==> config.mk <==
export PLATFORM = sky130hd
export DESIGN_NAME = mlpwm_modulator
export DESIGN_NICKNAME = d
export VERILOG_FILES = /design/src/rtl/mlpwm_pkg.sv /design/src/rtl/tri_counter.sv /design/src/rtl/band_slicer.sv /design/src/rtl/cell_mapper.sv /design/src/rtl/mlpwm_modulator.sv
export SDC_FILE = /design/constraint.sdc
export NUM_CORES = 1
export LEC_CHECK = 0
export ABC_AREA = 1
export BUFFER_PORTS_ARGS = -buffer_cell sky130_fd_sc_hd__buf_4
export CORE_MARGIN = 3
export CORE_UTILIZATION = 35
export CTS_CLUSTER_DIAMETER = 200
export DETAILED_ROUTE_END_ITERATION = 8
export SYNTH_ARGS = -nofsm -noshare
export SYNTH_HDL_FRONTEND = slang
export SYNTH_HIERARCHICAL = 1
export SYNTH_SLANG_ARGS = --single-unit
==> constraint.sdc <==
create_clock -name clk -period 4.4 [get_ports clk]
set_input_delay 0.22 -clock clk [delete_from_list [all_inputs] [get_ports clk]]
set_output_delay 0.22 -clock clk [all_outputs]
set_load 0.02 [all_outputs]
==> src/rtl/mlpwm_pkg.sv <==
package mlpwm_pkg;

    typedef enum logic [1:0] {
        MODE_INPHASE = 2'd0,
        MODE_SPLIT   = 2'd1,
        MODE_ALT     = 2'd2,
        MODE_SPARE   = 2'd3
    } disp_mode_e;

    typedef enum logic [1:0] {
        CELL_ZERO = 2'd0,
        CELL_POS  = 2'd1,
        CELL_NEG  = 2'd2
    } cell_state_e;

    // bit 0 = hi1, bit 1 = lo1, bit 2 = hi2, bit 3 = lo2
    typedef struct packed {
        logic lo2;
        logic hi2;
        logic lo1;
        logic hi1;
    } cell_gates_t;

    // Whether a band reads the triangle mirrored (CAR_MAX - t)
    function automatic logic band_mirrored(input disp_mode_e m, input int band, input int npos);
        case (m)
            MODE_SPLIT: return (band < npos);
            MODE_ALT:   return (((band + npos) % 2) == 1);
            default:    return 1'b0;
        endcase
    endfunction

    function automatic cell_gates_t gates_of(input cell_state_e s);
        cell_gates_t g;
        case (s)
            CELL_POS: g = '{lo2: 1'b0, hi2: 1'b1, lo1: 1'b0, hi1: 1'b1};
            CELL_NEG: g = '{lo2: 1'b1, hi2: 1'b0, lo1: 1'b1, hi1: 1'b0};
            default:  g = '{lo2: 1'b0, hi2: 1'b1, lo1: 1'b1, hi1: 1'b0};
        endcase
        return g;
    endfunction

endpackage

==> src/rtl/tri_counter.sv <==
module tri_counter #(
    parameter int CAR_MAX = 8,
    localparam int CNT_W  = $clog2(CAR_MAX + 1)
) (
    input  logic             clk,
    input  logic             rst,
    input  logic             step,
    output logic [CNT_W-1:0] cnt
);
    logic rising;

    always_ff @(posedge clk) begin
        if (rst) begin
            cnt    <= '0;
            rising <= 1'b1;
        end else if (step) begin
            if (rising) begin
                cnt <= cnt + 1'b1;
                if (cnt == CNT_W'(CAR_MAX - 1)) rising <= 1'b0;
            end else begin
                cnt <= cnt - 1'b1;
                if (cnt == CNT_W'(1)) rising <= 1'b1;
            end
        end
    end

    a_r4_cnt_bound: assert property (@(posedge clk) disable iff (rst)
        cnt <= CNT_W'(CAR_MAX));

    a_r4_unit_step: assert property (@(posedge clk) disable iff (rst)
        step |=> (cnt == CNT_W'($past(cnt) + 1'b1)) || (cnt == CNT_W'($past(cnt) - 1'b1)));

    a_r4_turn_top: assert property (@(posedge clk) disable iff (rst)
        (step && cnt == CNT_W'(CAR_MAX)) |=> cnt == CNT_W'(CAR_MAX - 1));

    a_r4_turn_bottom: assert property (@(posedge clk) disable iff (rst)
        (step && cnt == '0) |=> cnt == CNT_W'(1));

    a_r11_cnt_hold: assert property (@(posedge clk) disable iff (rst)
        !step |=> $stable(cnt));

endmodule

==> src/rtl/band_slicer.sv <==
module band_slicer
    import mlpwm_pkg::*;
#(
    parameter int N_POS   = 2,
    parameter int CAR_MAX = 8,
    parameter int REF_W   = 8,
    parameter int BAND    = 0,
    localparam int CNT_W  = $clog2(CAR_MAX + 1)
) (
    input  logic signed [REF_W-1:0] ref_in,
    input  logic        [CNT_W-1:0] cnt,
    input  disp_mode_e              mode,
    output logic signed [1:0]       vote
);
    localparam int FLOOR = (BAND - N_POS) * CAR_MAX;

    int carrier;
    int r;

    always_comb begin
        r = int'(ref_in);
        if (band_mirrored(mode, BAND, N_POS))
            carrier = FLOOR + CAR_MAX - int'(cnt);
        else
            carrier = FLOOR + int'(cnt);
    end

    generate
        if (BAND >= N_POS) begin : g_upper
            always_comb vote = (r >= carrier) ? 2'sd1 : 2'sd0;
        end else begin : g_lower
            always_comb vote = (r < carrier) ? -2'sd1 : 2'sd0;
        end
    endgenerate

endmodule

==> src/rtl/cell_mapper.sv <==
module cell_mapper
    import mlpwm_pkg::*;
#(
    parameter int N_POS  = 2,
    parameter int LVL_W  = 3
) (
    input  logic signed [LVL_W-1:0] level,
    output logic [4*N_POS-1:0]      gates
);
    cell_state_e st [N_POS];

    generate
        for (genvar i = 0; i < N_POS; i++) begin : g_cell
            always_comb begin
                if (int'(level) > i)       st[i] = CELL_POS;
                else if (int'(level) < -i) st[i] = CELL_NEG;
                else                       st[i] = CELL_ZERO;
                gates[4*i +: 4] = gates_of(st[i]);
            end
        end
    endgenerate

endmodule

==> src/rtl/mlpwm_modulator.sv <==
module mlpwm_modulator
    import mlpwm_pkg::*;
#(
    parameter int N_POS   = 2,
    parameter int CAR_MAX = 8,
    parameter int REF_W   = 8,
    localparam int NBANDS = 2 * N_POS,
    localparam int CNT_W  = $clog2(CAR_MAX + 1),
    localparam int LVL_W  = $clog2(N_POS + 1) + 1,
    localparam int GATE_W = 4 * N_POS
) (
    input  logic                    clk,
    input  logic                    rst,
    input  logic                    sample_valid,
    input  logic signed [REF_W-1:0] ref_sample,
    input  logic [1:0]              disp_mode,
    output logic signed [LVL_W-1:0] level_out,
    output logic [GATE_W-1:0]       gate_out
);
    disp_mode_e              mode;
    logic [CNT_W-1:0]        tri_cnt;
    logic signed [1:0]       votes [NBANDS];
    logic signed [LVL_W-1:0] level_next;
    logic [GATE_W-1:0]       gates_next;
    logic [GATE_W-1:0]       gates_idle;

    assign mode = disp_mode_e'(disp_mode);

    tri_counter #(.CAR_MAX(CAR_MAX)) u_tri (
        .clk  (clk),
        .rst  (rst),
        .step (sample_valid),
        .cnt  (tri_cnt)
    );

    generate
        for (genvar b = 0; b < NBANDS; b++) begin : g_band
            band_slicer #(
                .N_POS   (N_POS),
                .CAR_MAX (CAR_MAX),
                .REF_W   (REF_W),
                .BAND    (b)
            ) u_slice (
                .ref_in (ref_sample),
                .cnt    (tri_cnt),
                .mode   (mode),
                .vote   (votes[b])
            );
        end
    endgenerate

    always_comb begin
        int acc;
        acc = 0;
        for (int b = 0; b < NBANDS; b++) acc += int'(votes[b]);
        level_next = LVL_W'(acc);
    end

    cell_mapper #(.N_POS(N_POS), .LVL_W(LVL_W)) u_map (
        .level (level_next),
        .gates (gates_next)
    );

    always_comb begin
        for (int i = 0; i < N_POS; i++) gates_idle[4*i +: 4] = gates_of(CELL_ZERO);
    end

    always_ff @(posedge clk) begin
        if (rst) begin
            level_out <= '0;
            gate_out  <= gates_idle;
        end else if (sample_valid) begin
            level_out <= level_next;
            gate_out  <= gates_next;
        end
    end

    // Assertion support: net cell contribution decoded from the gate bus
    function automatic int gate_sum(input logic [GATE_W-1:0] g);
        int s;
        s = 0;
        for (int i = 0; i < N_POS; i++) begin
            if (g[4*i] && g[4*i+2]) s += 1;
            else if (g[4*i+1] && g[4*i+3]) s -= 1;
        end
        return s;
    endfunction

    a_r3_level_range: assert property (@(posedge clk) disable iff (rst)
        (int'(level_out) <= N_POS) && (int'(level_out) >= -N_POS));

    a_r9_cells_match_level: assert property (@(posedge clk) disable iff (rst)
        gate_sum(gate_out) == int'(level_out));

    a_r11_hold_outputs: assert property (@(posedge clk) disable iff (rst)
        !sample_valid |=> ($stable(level_out) && $stable(gate_out)));

    a_r12_reset_idle: assert property (@(posedge clk) disable iff (rst)
        $past(rst) |-> (level_out == '0 && gate_out == gates_idle));

    generate
        for (genvar i = 0; i < N_POS; i++) begin : g_leg_chk
            a_r10_legs_exclusive: assert property (@(posedge clk) disable iff (rst)
                !(gate_out[4*i] && gate_out[4*i+1]) && !(gate_out[4*i+2] && gate_out[4*i+3]));
        end
    endgenerate

endmodule

==> flow_summary.json <==
{
  "cts_root_buf": "clkbuf_8",
  "io_buffers": 23,
  "ys_seq_area_share_pct": 18.0,
  "cellLeakagePower_nw": 1.12,
  "via_per_inst": 4.34,
  "critPathMaxFanout": 12,
  "syn_area_um2": 1780,
  "clock-sinks": 16,
  "final_cell_mix": "nand2_1, inv_1, nor2_1, buf_4, ha_1",
  "max_cap_violations": 0,
  "syn_inst": 283,
  "rsz0062_at_grt": "no",
  "synthDistinctLibCells": 31,
  "powerDensity_nw_per_um2": 293,
  "pin_count": 24,
  "crit_path_frequent_cell": "nand2_1",
  "fin_skew_ps": 2.78,
  "final_common_cell": "nand2_1",
  "grt_overflow": 0,
  "avgSynthCellArea_um2": 6.30,
  "slowest_stage": "fa_1",
  "dr.pass1.iters": 4,
  "grt_usage_pct": 12.9,
  "grt_pass1_wl_um": 6480,
  "ir_worst_vdd_v": 0.000242,
  "maxSlewViolCount": 0,
  "die_y_um": 77.4,
  "nets": 347,
  "fillers": 541,
  "syn_nets": 323,
  "clockBufferDepth": 2,
  "grt_max_degree": 20,
  "required_ps": 4550,
  "cts_tree": "built",
  "row_count": 25,
  "antennaDiodeCount": 0,
  "core_area_um2": 4820,
  "antenna_found_initial": 0,
  "fin_setup_tns_ps": 0,
  "num_vias": 1617,
  "wirelength_um": 3600,
  "wire_per_inst_um": 9.66,
  "ant_nets": 0,
  "gp_congestion": 0.807,
  "clk_pin_slew_worst_paths_ps": 70,
  "drtIter0Drc": 63,
  "cts_buffers": 3,
  "drc_errors": 0,
  "crit_type": "reg -> reg",
  "critPathCaptureType": "flop",
  "hold_buffers": 0,
  "cp_data_arrival_time_ps": 4020,
  "syn_to_final_growth_pct": 16.3,
  "max_stage_delay_ps": 470,
  "finalSetupViolations": 0,
  "dieArea_um2": 5990,
  "ys_seq_elements": 16,
  "setup_ws_ps": 523,
  "dieWidth_um": 77.4,
  "synth_warnings": 6,
  "hp-class": "in -> reg",
  "status": "complete, no violations",
  "fmax_mhz": 258,
  "fin_crit_sh_pct": 88.1,
  "start_kind": "flop",
  "hpwlAfterDp_um": 2920,
  "clock_latency_ps": 250,
  "finalCriticalPeriod_ps": 3880,
  "power_mw": 0.608,
  "drive_above_1_share_pct": 16.3,
  "cts_htree_levels": 1,
  "grt_pass1_vias": 1450,
  "initial_core_util_pct": 37.0,
  "pre_cts_slack_ps": 299,
  "hold_violations": 0
}
## cell usage after synthesis, drive strengths merged
master	n	area (µm²)
buf	5	35.0
or2	1	6.26
nand4	5	31.3
clkinv	2	7.51
fa	3	60.1
ha	24	300
o21ai	14	73.8
conb	2	7.51
nor3	5	30.0
clkbuf	1	3.75
nand2	79	322
xor2	7	61.3
nand3	16	90.1
dfxtp	16	320
a21oi	11	66.3
o211ai	1	7.51
nor2	31	126
inv	58	218
a31o	1	8.76
xnor2	1	8.76
## registers in the layout, summed over array words and instances (netlist names)
name / count
gate_out: 8
u_tri/cnt: 4
level_out: 3
u_tri/rising: 1
## where the power goes
part	total (mW)	switching [mW]	internal, mW
combinational	0.298	0.178	0.120
sequential	0.177	0.0129	0.164
clock	0.132	0.0530	0.0794
total	0.608	0.244	0.363
## routing by layer
metal | wire, µm | GRT usage, % | vias to the layer above
li1 | - | - | 912
met1 | 1940 | 18.4 | 686
met2 | 1540 | 20.2 | 17
met3 | 103 | 1.86 | 2
met4 | 21 | 3.20 | 0
met5 | 0 | 0 | -
## critical path, delay by kind of cell, from the launching register on
kind	cells	cell delay, ps
adder cells (fa/ha/maj)	5	1590
flip-flops	1	420
XOR/XNOR	1	180
AND/OR/NAND/NOR	16	1000
buffers and inverters	6	400
AO/OA/AOI/OAI	1	170
## layout make-up
cell class / count / area (µm²) / share of cell area [%]
multi-input combinational: 201 / 1200 / 57.8
sequential: 16 / 324 / 15.6
inverter: 60 / 225 / 10.8
timing repair buffer: 25 / 188 / 9.04
tap: 67 / 83.8 / 4.04
clock buffer: 4 / 55.1 / 2.65
## cell families (layout without fill, tap and decap cells)
group / count (synthesis) / in the layout / synth area share, %
adder cells (fa/ha/maj): 27 / 27 / 20.2
AO/OA/AOI/OAI: 27 / 27 / 8.77
AND/OR/NAND/NOR: 137 / 137 / 33.9
flip-flops: 16 / 16 / 18.0
buffers and inverters: 66 / 89 / 14.8
XOR/XNOR: 8 / 8 / 3.93
other: 2 / 2 / 0.421
## metrics by stage
| stage | cell area (µm²) | instances | hold slack [ps] | utilization [%] |
|---|---|---|---|---|
| after CTS | 2070 | 373 | 234 | 43.0 |
| after floorplan | 1780 | 283 | 344 | - |
| after global routing | 2080 | 373 | 254 | 43.1 |
| final | 2080 | 373 | 235 | 43.1 |
| after detailed placement | 2020 | 369 | 449 | 41.9 |
| after global placement | 2020 | 369 | 445 | 41.9 |
## repair_timing
action,CTS,global route
endpoints found under the hold margin,0,0
buffers inserted,0,0
gates resized for setup,0,2
setup endpoints to repair,0,7
## worst paths after layout
path / start / end / slack (ps) / cells after the start
setup / recovery: u_tri/cnt[0] / gate_out[0] / 520 / 29
hold reg to reg: gate_out[2] / gate_out[2] / 470 / 2
hold / removal: rst / u_tri/rising / 240 / 3
setup reg to reg: u_tri/cnt[0] / gate_out[0] / 520 / 29
(Power assumes the default switching activity.)
